`config.mk`:
```
export PLATFORM = sky130hd
export DESIGN_NAME = cscn_node
export DESIGN_NICKNAME = d
export VERILOG_FILES = /design/src/rtl/cscn_pkg.sv /design/src/rtl/cscn_rx.sv /design/src/rtl/cscn_tx.sv /design/src/rtl/cscn_router.sv /design/src/rtl/cscn_node.sv
export SDC_FILE = /design/constraint.sdc
export NUM_CORES = 1
export LEC_CHECK = 0
export BUFFER_PORTS_ARGS = -buffer_cell sky130_fd_sc_hd__buf_2
export CORE_MARGIN = 4
export CORE_UTILIZATION = 40
export DETAILED_ROUTE_END_ITERATION = 7
export SYNTH_ARGS = -nofsm -noshare
export SYNTH_HDL_FRONTEND = slang
export SYNTH_SLANG_ARGS = --single-unit
```
`constraint.sdc`:
```
create_clock -name clk -period 2.9 [get_ports clk]
set_input_delay 0.29 -clock clk [delete_from_list [all_inputs] [get_ports clk]]
set_output_delay 0.29 -clock clk [all_outputs]
set_load 0.05 [all_outputs]
```
`src/rtl/cscn_pkg.sv`:
```
package cscn_pkg;
    localparam int WORD_W    = 16;
    // control word layout
    localparam int CTRL_POS  = 15;
    localparam int RW_POS    = 14;
    localparam int DEV_LSB   = 11;
    localparam int DEV_W     = 3;
    localparam int REG_LSB   = 8;
    localparam int REG_W     = 3;
    localparam int DATA_W    = 8;
    // control A fields
    localparam int A_MODE    = 0;
    localparam int LEN_LSB   = 1;
    localparam int LEN_W     = 3;
    // control B fields
    localparam int MCLK_LSB  = 0;
    localparam int MCLK_W    = 3;
    localparam int SCLK_LSB  = 3;
    localparam int SCLK_W    = 2;
    localparam int CNT_W     = LEN_W + 1;
    localparam logic [DATA_W-1:0] CTRL_A_RST = DATA_W'(1 << LEN_LSB);
    typedef logic [WORD_W-1:0] word_t;
endpackage

```
`src/rtl/cscn_rx.sv`:
```
module cscn_rx
    import cscn_pkg::*;
#(
    parameter int W = WORD_W
) (
    input  logic         clk,
    input  logic         rst_n,
    input  logic         fs_in,
    input  logic         sd_in,
    output logic [W-1:0] word_o,
    output logic         done_o
);
    localparam int CW = $clog2(W + 1);

    typedef struct packed {
        logic [W-1:0]  sr;
        logic [CW-1:0] left;
        logic          done;
    } rx_st_t;

    rx_st_t st_d, st_q;

    always_comb begin
        st_d      = st_q;
        st_d.done = 1'b0;
        if (st_q.left != '0) begin
            st_d.sr   = {st_q.sr[W-2:0], sd_in};
            st_d.left = st_q.left - 1'b1;
            if (st_q.left == CW'(1)) st_d.done = 1'b1;
        end
        if (fs_in) st_d.left = CW'(W);
    end

    always_ff @(posedge clk or negedge rst_n) begin
        if (!rst_n) st_q <= '0;
        else        st_q <= st_d;
    end

    assign word_o = st_q.sr;
    assign done_o = st_q.done;
endmodule

```
`src/rtl/cscn_tx.sv`:
```
module cscn_tx
    import cscn_pkg::*;
#(
    parameter int W = WORD_W
) (
    input  logic         clk,
    input  logic         rst_n,
    input  logic         load_i,
    input  logic [W-1:0] word_i,
    output logic         fs_out,
    output logic         sd_out
);
    localparam int CW = $clog2(W + 1);

    typedef struct packed {
        logic [W-1:0]  sr;
        logic [CW-1:0] left;
        logic          fs;
    } tx_st_t;

    tx_st_t st_d, st_q;
    logic   shifting;

    assign shifting = (st_q.left != '0) && !st_q.fs;

    always_comb begin
        st_d    = st_q;
        st_d.fs = 1'b0;
        if (shifting) begin
            st_d.sr   = {st_q.sr[W-2:0], 1'b0};
            st_d.left = st_q.left - 1'b1;
        end
        if (load_i) begin
            st_d.sr   = word_i;
            st_d.left = CW'(W);
            st_d.fs   = 1'b1;
        end
    end

    always_ff @(posedge clk or negedge rst_n) begin
        if (!rst_n) st_q <= '0;
        else        st_q <= st_d;
    end

    assign fs_out = st_q.fs;
    assign sd_out = shifting ? st_q.sr[W-1] : 1'b0;
endmodule

```
`src/rtl/cscn_router.sv`:
```
module cscn_router
    import cscn_pkg::*;
#(
    parameter int W = WORD_W
) (
    input  logic              clk,
    input  logic              rst_n,
    input  logic              sample_i,
    input  logic [W-1:0]      adc_i,
    input  logic              done_i,
    input  logic [W-1:0]      word_i,
    output logic              load_o,
    output logic [W-1:0]      word_o,
    output logic [W-1:0]      dac_o,
    output logic              strobe_o,
    output logic              mode_o,
    output logic [LEN_W-1:0]  len_o,
    output logic [MCLK_W-1:0] mclk_o,
    output logic [SCLK_W-1:0] sclk_o
);
    typedef struct packed {
        logic [DATA_W-1:0] ctrl_a;
        logic [DATA_W-1:0] ctrl_b;
        logic [CNT_W-1:0]  cnt;
        logic [W-1:0]      dac;
        logic              strobe;
    } rt_st_t;

    rt_st_t            st_d, st_q;
    logic              fwd;
    logic [W-1:0]      fwd_word;
    logic [CNT_W-1:0]  len_full;
    logic [LEN_W-1:0]  len_fld;
    logic [DEV_W-1:0]  dev;
    logic [REG_W-1:0]  rsel;
    logic [DATA_W-1:0] rd_val;

    assign len_fld  = st_q.ctrl_a[LEN_LSB +: LEN_W];
    assign len_full = (len_fld == '0) ? CNT_W'(1 << LEN_W) : CNT_W'(len_fld);
    assign dev      = word_i[DEV_LSB +: DEV_W];
    assign rsel     = word_i[REG_LSB +: REG_W];

    always_comb begin
        case (rsel)
            REG_W'(0): rd_val = st_q.ctrl_a;
            REG_W'(1): rd_val = st_q.ctrl_b;
            default:   rd_val = '0;
        endcase
    end

    always_comb begin
        st_d        = st_q;
        st_d.strobe = 1'b0;
        fwd         = 1'b0;
        fwd_word    = word_i;
        if (done_i) begin
            if (st_q.ctrl_a[A_MODE]) begin
                if (st_q.cnt + CNT_W'(1) == len_full) begin
                    st_d.dac    = word_i;
                    st_d.strobe = 1'b1;
                    st_d.cnt    = '0;
                end else begin
                    st_d.cnt = st_q.cnt + CNT_W'(1);
                    fwd      = 1'b1;
                end
            end else if (word_i[CTRL_POS]) begin
                if (dev == '0) begin
                    if (word_i[RW_POS]) begin
                        if (rsel == REG_W'(0)) st_d.ctrl_a = word_i[DATA_W-1:0];
                        if (rsel == REG_W'(1)) st_d.ctrl_b = word_i[DATA_W-1:0];
                    end else begin
                        fwd                    = 1'b1;
                        fwd_word[DATA_W-1:0]   = rd_val;
                    end
                end else begin
                    fwd                        = 1'b1;
                    fwd_word[DEV_LSB +: DEV_W] = dev - 1'b1;
                end
            end else begin
                fwd = 1'b1;
            end
        end
    end

    always_ff @(posedge clk or negedge rst_n) begin
        if (!rst_n) begin
            st_q        <= '0;
            st_q.ctrl_a <= CTRL_A_RST;
        end else begin
            st_q <= st_d;
        end
    end

    assign load_o   = sample_i | fwd;
    assign word_o   = sample_i ? adc_i : fwd_word;
    assign dac_o    = st_q.dac;
    assign strobe_o = st_q.strobe;
    assign mode_o   = st_q.ctrl_a[A_MODE];
    assign len_o    = len_fld;
    assign mclk_o   = st_q.ctrl_b[MCLK_LSB +: MCLK_W];
    assign sclk_o   = st_q.ctrl_b[SCLK_LSB +: SCLK_W];
endmodule

```
`src/rtl/cscn_node.sv`:
```
module cscn_node
    import cscn_pkg::*;
(
    input  logic              clk,
    input  logic              rst_n,
    input  logic              fs_in,
    input  logic              sd_in,
    input  logic              sample_evt,
    input  logic [WORD_W-1:0] adc_word,
    output logic              fs_out,
    output logic              sd_out,
    output logic [WORD_W-1:0] dac_word,
    output logic              dac_strobe,
    output logic              data_mode,
    output logic [LEN_W-1:0]  chain_len,
    output logic [MCLK_W-1:0] mclk_div,
    output logic [SCLK_W-1:0] sclk_sel
);
    word_t rx_word, tx_word;
    logic  rx_done, tx_load;

    cscn_rx #(.W(WORD_W)) u_rx (
        .clk    (clk),
        .rst_n  (rst_n),
        .fs_in  (fs_in),
        .sd_in  (sd_in),
        .word_o (rx_word),
        .done_o (rx_done)
    );

    cscn_router #(.W(WORD_W)) u_router (
        .clk      (clk),
        .rst_n    (rst_n),
        .sample_i (sample_evt),
        .adc_i    (adc_word),
        .done_i   (rx_done),
        .word_i   (rx_word),
        .load_o   (tx_load),
        .word_o   (tx_word),
        .dac_o    (dac_word),
        .strobe_o (dac_strobe),
        .mode_o   (data_mode),
        .len_o    (chain_len),
        .mclk_o   (mclk_div),
        .sclk_o   (sclk_sel)
    );

    cscn_tx #(.W(WORD_W)) u_tx (
        .clk    (clk),
        .rst_n  (rst_n),
        .load_i (tx_load),
        .word_i (tx_word),
        .fs_out (fs_out),
        .sd_out (sd_out)
    );
endmodule

```
==> results of run 1 <==
-- routing by layer --
layer | global-route usage [%] | vias to the layer above
li1 | - | 1176
met4 | 6.22 | 0
met5 | 0 | -
met1 | 20.3 | 1265
met2 | 22.7 | 38
met3 | 3.08 | 13
-- cells in the final DEF (no fill, tap or decap), types with 5 or more instances in the layout --
master    Yosys  routed
mux2_2       43      43
and2_1       10      10
buf_4        25       5
a221oi_1      7       7
a21oi_1       5       5
xnor2_1       7       7
buf_2         4      47
nand2_1      13      13
ha_1          6       6
inv_1         9       9
dfrtp_1      80      80
clkbuf_8      0       9
mux2_4        9       9
o21ai_0      10      10
nor2_1       14      14
mux2i_1      36      36
-- worst min path at each step --
stage / from / endpoint / slack, ns / depth (start not counted)
6_report: rst_n / u_router.strobe_o / 0.09 / 1
5_1_grt: fs_in / u_rx.st_q[4] / 0.15 / 2
4_1_cts: fs_in / u_rx.st_q[4] / 0.14 / 2
3_5_place_dp: u_router.st_q[33] / u_router.st_q[33] / 0.48 / 1
3_3_place_gp: u_router.st_q[33] / u_router.st_q[33] / 0.48 / 1
2_1_floorplan: rst_n / u_router.dac_o[0] / -0.006 / 0
-- metrics by stage --
stage / power (mW) / hold slack (ns) / setup WS (ns)
2_1_floorplan: 2.31 / -0.00559 / 0.770
4_1_cts: 3.52 / 0.138 / 0.492
6_report: 3.48 / 0.0924 / 0.528
5_1_grt: 3.71 / 0.145 / 0.383
3_3_place_gp: 2.54 / 0.481 / 0.596
3_5_place_dp: 2.58 / 0.476 / 0.503
-- layout make-up --
type,count,area (um^2)
inverter,9,33.8
tap,133,166
multi-input combinational,201,1780
fill,925,5350
sequential,81,2030
clock inverter,7,104
clock buffer,9,124
timing repair buffer,52,273
-- power by group through the flow --
stage          logic [mW]  registers (mW)  clock network [mW]
5_1_grt             0.934            1.77                1.01
3_3_place_gp        0.806            1.74                   0
3_5_place_dp        0.839            1.74                   0
6_report            0.826            1.72               0.932
4_1_cts             0.843            1.72               0.957
2_1_floorplan       0.705            1.60                   0
-- cell families (layout without fill, tap and decap cells) --
family	after synthesis	in the layout	share of synthesized area, %
simple gates	63	63	9.30
flops	81	81	49.7
buf+inv	44	77	6.66
fa+ha+maj	6	6	1.84
mux	91	91	24.9
compound gates	30	30	4.91
xor+xnor	11	11	2.70
-- critical path, stage by stage (launching register included) --
cell and delay [ns]:
dfrtp_1 0.39, inv_1 0.14, ha_1 0.18, nor2b_2 0.20, nand3_1 0.12, or3_1 0.41
nor3b_4 0.44, mux2_2 0.39
-- sequential cells by signal, summed over array words and instances, names as in the netlist, 2 cells and up --
register	cells
u_tx.st_q	21
u_router.dac_o	16
u_rx.word_o	16
u_router.st_q	11
u_rx.st_q	5
u_router.len_o	3
u_router.mclk_o	3
u_router.sclk_o	2
==> summary.md, run 1 <==
| Metric | Value |
|---|---|
| Status | completed |
| Clock transition at path regs | 0.09 ns |
| Fin area | 4510 um^2 |
| Worst Tran Pin Value | 1.02 ns |
| Reg-to-Reg End | u_router.len_o[1] |
| Syn Area/Cell | 12.5 um^2 |
| Final hold vios | 0 |
| Mapped cell area | 4080 um^2 |
| Area of the core | 9860 um^2 |
| Asr flop ratio synth | 100% |
| Max rail drop VDD | 0.255 mV |
| Met1 wire length | 3720 um |
| Highest metal used | met4 |
| Cell Area, Placed | 4290 um^2 |
| Setup TNS | 0 ns |
| Die H | 109 um |
| Ant. Diodes | 0 |
| Setup repair bufs after CTS | 0 |
| Synth Net Count | 353 |
| Post-route DRC | 0 |
| Initial antenna violation count | 0 |
| Ys Warns | 0 |
| RD Place Congestion | 0.760 |
| Worst r2r src | u_rx.word_o[11] |
| Synth top cells by count | dfrtp_1 (80), mux2_2 (43), mux2i_1 (36), buf_4 (25), nor2_1 (14) |
| Slew margin rel. | 32.0% |
| H-Tree Depth | 3 |
| Final core utilization | 45.8% |
| Cts-stage hold buffer count | 0 |
| Chip width | 109 um |
| Root buf cell | clkbuf_8 |
| Via count | 2492 |
| Top-count cell post-synth | dfrtp_1 |
| Area leader, netlist | dfrtp_1 |
| Clock power share | 26.8% |
| Synthesis-stage register bit count | 81 |
| Pleak | 2.24 nW |
| Pin count of the biggest net entering global routing | 82 |
| Critical path endpoint | u_router.len_o[1] |
| Critical path endpoint category | flip-flop |
| Number of buffers created by CTS | 9 |
| Post-synth top area share | 49.1% |
| Crit Path Category | reg -> reg |
| Dominant cells by area after synthesis | dfrtp_1 (49%), mux2_2 (12%), mux2i_1 (8.8%) |
| Layout cells sized above 1 | 36.8% |
| CP startpoint kind | flip-flop |
| Final Skew | 0.0123 ns |
| Final WL | 7970 um |
| RSZ-0062 raised after global routing | false |
| Vias in the first global route | 2616 |
| Synth Flop Type | dfrtp_1 |
| Post-synth EDFFs | 0 |
| Gr ovfl total | 0 |
| Setup violators final | 0 |
| Cell count after synthesis | 326 |
| F_max | 422 MHz |
| Nets | 381 |
| Reg2Reg Depth | 7 |
| Register area share after synthesis | 49.7% |
| Via/cell ratio | 5.07 |
| Min Tclk post-route | 2.37 ns |
| First-pass GRT wire length | 13400 um |
| Avg WL per Cell | 16.2 um |
| # rows | 36 |
| Hpwl dp | 5550 um |
| Critical Path RT | 3.15 ns |
| Flop2flop setup slack | 0.53 ns |
| Drt pass-1 iters | 4 |
| Crit path DAT | 2.62 ns |
| Layout area overhead | 10.7% |
| Sw power | 1.16 mW |
| HP Class | in -> async |
| CTS tree | built |
| Sw Ratio | 33.3% |
| Ports | 49 |
| Internal power | 2.32 mW |
| Slew Limit Fails | 0 |
| PwrDens | 770 nW/um^2 |
| Post-DRT Antenna Nets | 0 |
| Worst Setup SP | u_rx.word_o[11] |
| Met3 WL | 270 um |
| Global-route usage over all layers | 14.8% |
| Seq pwr share | 49.4% |
| Skew-Pair Late Insertion Delay | 0.36 ns |
| Die area | 11900 um^2 |
| Met2 WL post-DR | 3810 um |
| PostCTS Resize Cnt | 0 |
| Non-filler instance count after layout | 492 |
| Clk sink count | 81 |
| Critical path peak fanout | 7 |
| Total placed cells including tap cells | 476 |
| CTS max path bufs | 2 |
| Logic pwr share | 23.8% |
| Max-cap violations | 0 |
| Period utilization | 81.8% |
| Initial Util | 41.3% |
| IO buf count | 48 |
| Synth cell types | 44 |
| Detailed Route Iter0 Violations | 67 |
No activity file was read; power rests on OpenSTA's default activity.
==> run 2, diff against run 1 <==
Clock period 2.9 ns to 2.1 ns, I/O delays scaled along.
==> run 2 against run 1 <==
Sequential cell count stayed put. Clock skew decreased by 0.0010 ns. Cell area rose by 7.8%. Register-to-register slack got worse by 0.53 ns. First-iteration DRC count increased by 27%. Die area unchanged. Critical path depth rose by 1.
==> summary.md, run 2 (synthesis results as in run 1) <==
| Metric | Value |
|---|---|
| Levels on crit path | 8 (+1) |
| Non-filler instance count after layout | 524 (+6.5%) |
| Critical path peak fanout | 7 (unchanged) |
| Final hold vios | 0 (unchanged) |
| Final Skew | 0.0113 ns (-0.00101 ns) |
| Gr ovfl total | 0 (unchanged) |
| Setup violators final | 0 (unchanged) |
| Total placed cells including tap cells | 504 (+5.9%) |
| # rows | 36 (unchanged) |
| Critical Path Max Stage Delay | 0.44 ns (about the same) |
| CTS tree | built |
| CP top delay family | simple AND/OR/NAND/NOR gates |
| Vias in the first global route | 2625 (+0.34%) |
| Reg-to-Reg End | u_router.st_q[36] |
| Avg WL per Cell | 16.0 um (-1.2%) |
| Fin area | 4870 um^2 (+7.8%) |
| Initial Util | 41.3% (unchanged) |
| H-Tree Depth | 3 (unchanged) |
| Setup WS pre-CTS | -0.00306 ns (-0.506 ns) |
| Worst r2r src | u_rx.word_o[12] |
| Hpwl dp | 6060 um (+9.3%) |
| Clock transition at path regs | 0.09 ns (about the same) |
| First-pass GRT wire length | 13800 um (+3.0%) |
| F_max | 477 MHz (+13%) |
| Clk sink count | 81 (unchanged) |
| Final core utilization | 49.3% (+3.6 points) |
| Drt pass-1 iters | 4 (unchanged) |
| WHS | 0.0565 ns (-0.0359 ns) |
| HP Class | in -> reg |
| Post-DRT Antenna Nets | 0 (unchanged) |
| PwrDens | 1030 nW/um^2 (+33%) |
| Register bank with the most flops | u_tx.st_q |
| RD Place Congestion | 0.787 (+3.7%) |
| Critical path endpoint | u_router.st_q[36] |
| Skew-Pair Late Insertion Delay | 0.36 ns (about the same) |
| Final WS setup | 0.00301 ns (-0.525 ns) |
| Global-route usage over all layers | 15.3% (+0.49 points) |
| Worst Tran Pin Value | 0.561 ns (-0.459 ns) |
| Layout area overhead | 19.3% |
| Critical-path top delay cell | or3_4 |
| Flop2flop setup slack | 0.003 ns (-0.53 ns) |
| Ant. Diodes | 0 (unchanged) |
| Status | completed |
| Die area | 11900 um^2 (unchanged) |
| Root buf cell | clkbuf_8 |
| Final WL | 8380 um (+5.2%) |
| Die H | 109 um (unchanged) |
| Most frequent cells in the layout | dfrtp_1 (80), buf_2 (46), mux2_2 (38), mux2i_1 (36), buf_4 (31) |
| Max-cap violations | 0 (unchanged) |
| Fillers | 890 (-3.8%) |
| Period utilization | 99.9% (+18 points) |
| CP startpoint kind | flip-flop |
| Min Tclk post-route | 2.10 ns (-0.275 ns) |
| Post-route DRC | 0 (unchanged) |
| Via/cell ratio | 4.91 (-3.1%) |
| Crit Path Category | reg -> reg |
| Cells along the critical path | inv_2, ha_4, nor2b_4, nand3_2, or3_4, nor3b_4, buf_6, mux2_4 |
| Number of buffers created by CTS | 9 (unchanged) |
| Slew Limit Fails | 0 (unchanged) |
| Worst Setup SP | u_rx.word_o[12] |
| Hold Path Cell Cnt | 2 |
| Reg2Reg Depth | 8 (+1) |
| Chip width | 109 um (unchanged) |
| Critical Path RT | 2.35 ns (-0.80 ns) |
| Nets | 413 (+8.4%) |
| RSZ-0062 raised after global routing | true |
| Cell Area, Placed | 4550 um^2 (+6.2%) |
| Detailed Route Iter0 Violations | 85 (+27%) |
| Pin count of the biggest net entering global routing | 43 (-48%) |
| Max rail drop VDD | 0.390 mV (+53%) |
| Area of the core | 9860 um^2 (unchanged) |
| Layout cells sized above 1 | 44.0% (+7.2 points) |
| Ports | 49 (unchanged) |
| Slew margin rel. | 62.6% (+31 points) |
| Commonest non-fill, non-tap cell in the layout | dfrtp_1 |
| CTS max path bufs | 2 (unchanged) |
| Via count | 2571 (+3.2%) |
| IO buf count | 48 (unchanged) |
| Critical path endpoint category | flip-flop |
| Pleak | 2.41 nW (+8.0%) |
| Crit path DAT | 2.34 ns (-0.28 ns) |
| Initial antenna violation count | 0 (unchanged) |
| Max reg flops | 21 (unchanged) |
| Buf+Inv Stages, Crit Path | 2 (+1) |
[run 2: changes by cell type in the layout (fill, tap and decap cells not counted), sizes merged]
cell / previous run / this run
clkinv: 2 / 3
dlygate4sd3: 0 / 1
clkinvlp: 2 / 1
inv: 10 / 11
bufinv: 2 / 1
buf: 52 / 83
[run 2: how the worst min path moves through the flow]
| stage | startpoint | endpoint | slack [ns] |
|---|---|---|---|
| finish | fs_in | u_rx.st_q[3] | 0.06 |
| global route | fs_in | u_rx.st_q[3] | 0.05 |
| CTS | fs_in | u_rx.st_q[3] | 0.04 |
| detailed placement | rst_n | u_tx.st_q[21] | 0.24 |
| global placement | rst_n | u_tx.st_q[21] | 0.24 |
| floorplan | rst_n | u_router.dac_o[0] | -0.09 |
[run 2: timing repair]
| action | CTS | global route |
|---|---|---|
| gates resized for setup | 2 | 18 |
| buffers inserted | 1 | 2 |
| hold endpoints to repair | 39 | 0 |
| setup endpoints to repair | 5 | 43 |
| hold buffers | 1 | 0 |
| pin swaps | 0 | 4 |
[run 2: per-layer routing]
metal	vias to the layer above	GRT usage [%]	wire, um
li1	1244	-	-
met1	1284	21.8	4280
met2	32	22.3	3720
met3	11	3.08	219
met4	0	7.12	172
met5	-	0	0
[run 2: area by class of cell]
type | instances | area [um^2] | area share [%]
Clock buffer | 9 | 124 | 2.55
Clock inverter | 7 | 77.6 | 1.59
Inverter | 9 | 33.8 | 0.694
Multi-Input combinational cell | 201 | 1860 | 38.2
Sequential cell | 81 | 2030 | 41.7
Tap cell | 133 | 166 | 3.42
Timing Repair Buffer | 84 | 576 | 11.8
[run 2: report_power, final]
part           total (mW)  internal, mW  switching (mW)  leakage, nW
Combinational        1.53         0.813           0.719         1.27
Sequential           2.29          1.92           0.364         1.04
Clock                1.18         0.560           0.618        0.100
Total                5.00          3.30            1.70         2.41
[run 2: through the flow]
stage | power (mW) | setup TNS, ns
after floorplan | 3.19 | 0
after global placement | 3.72 | 0
after detailed placement | 3.77 | -0.00306
after CTS | 4.95 | 0
after global routing | 5.35 | -0.273
final | 5.00 | 0
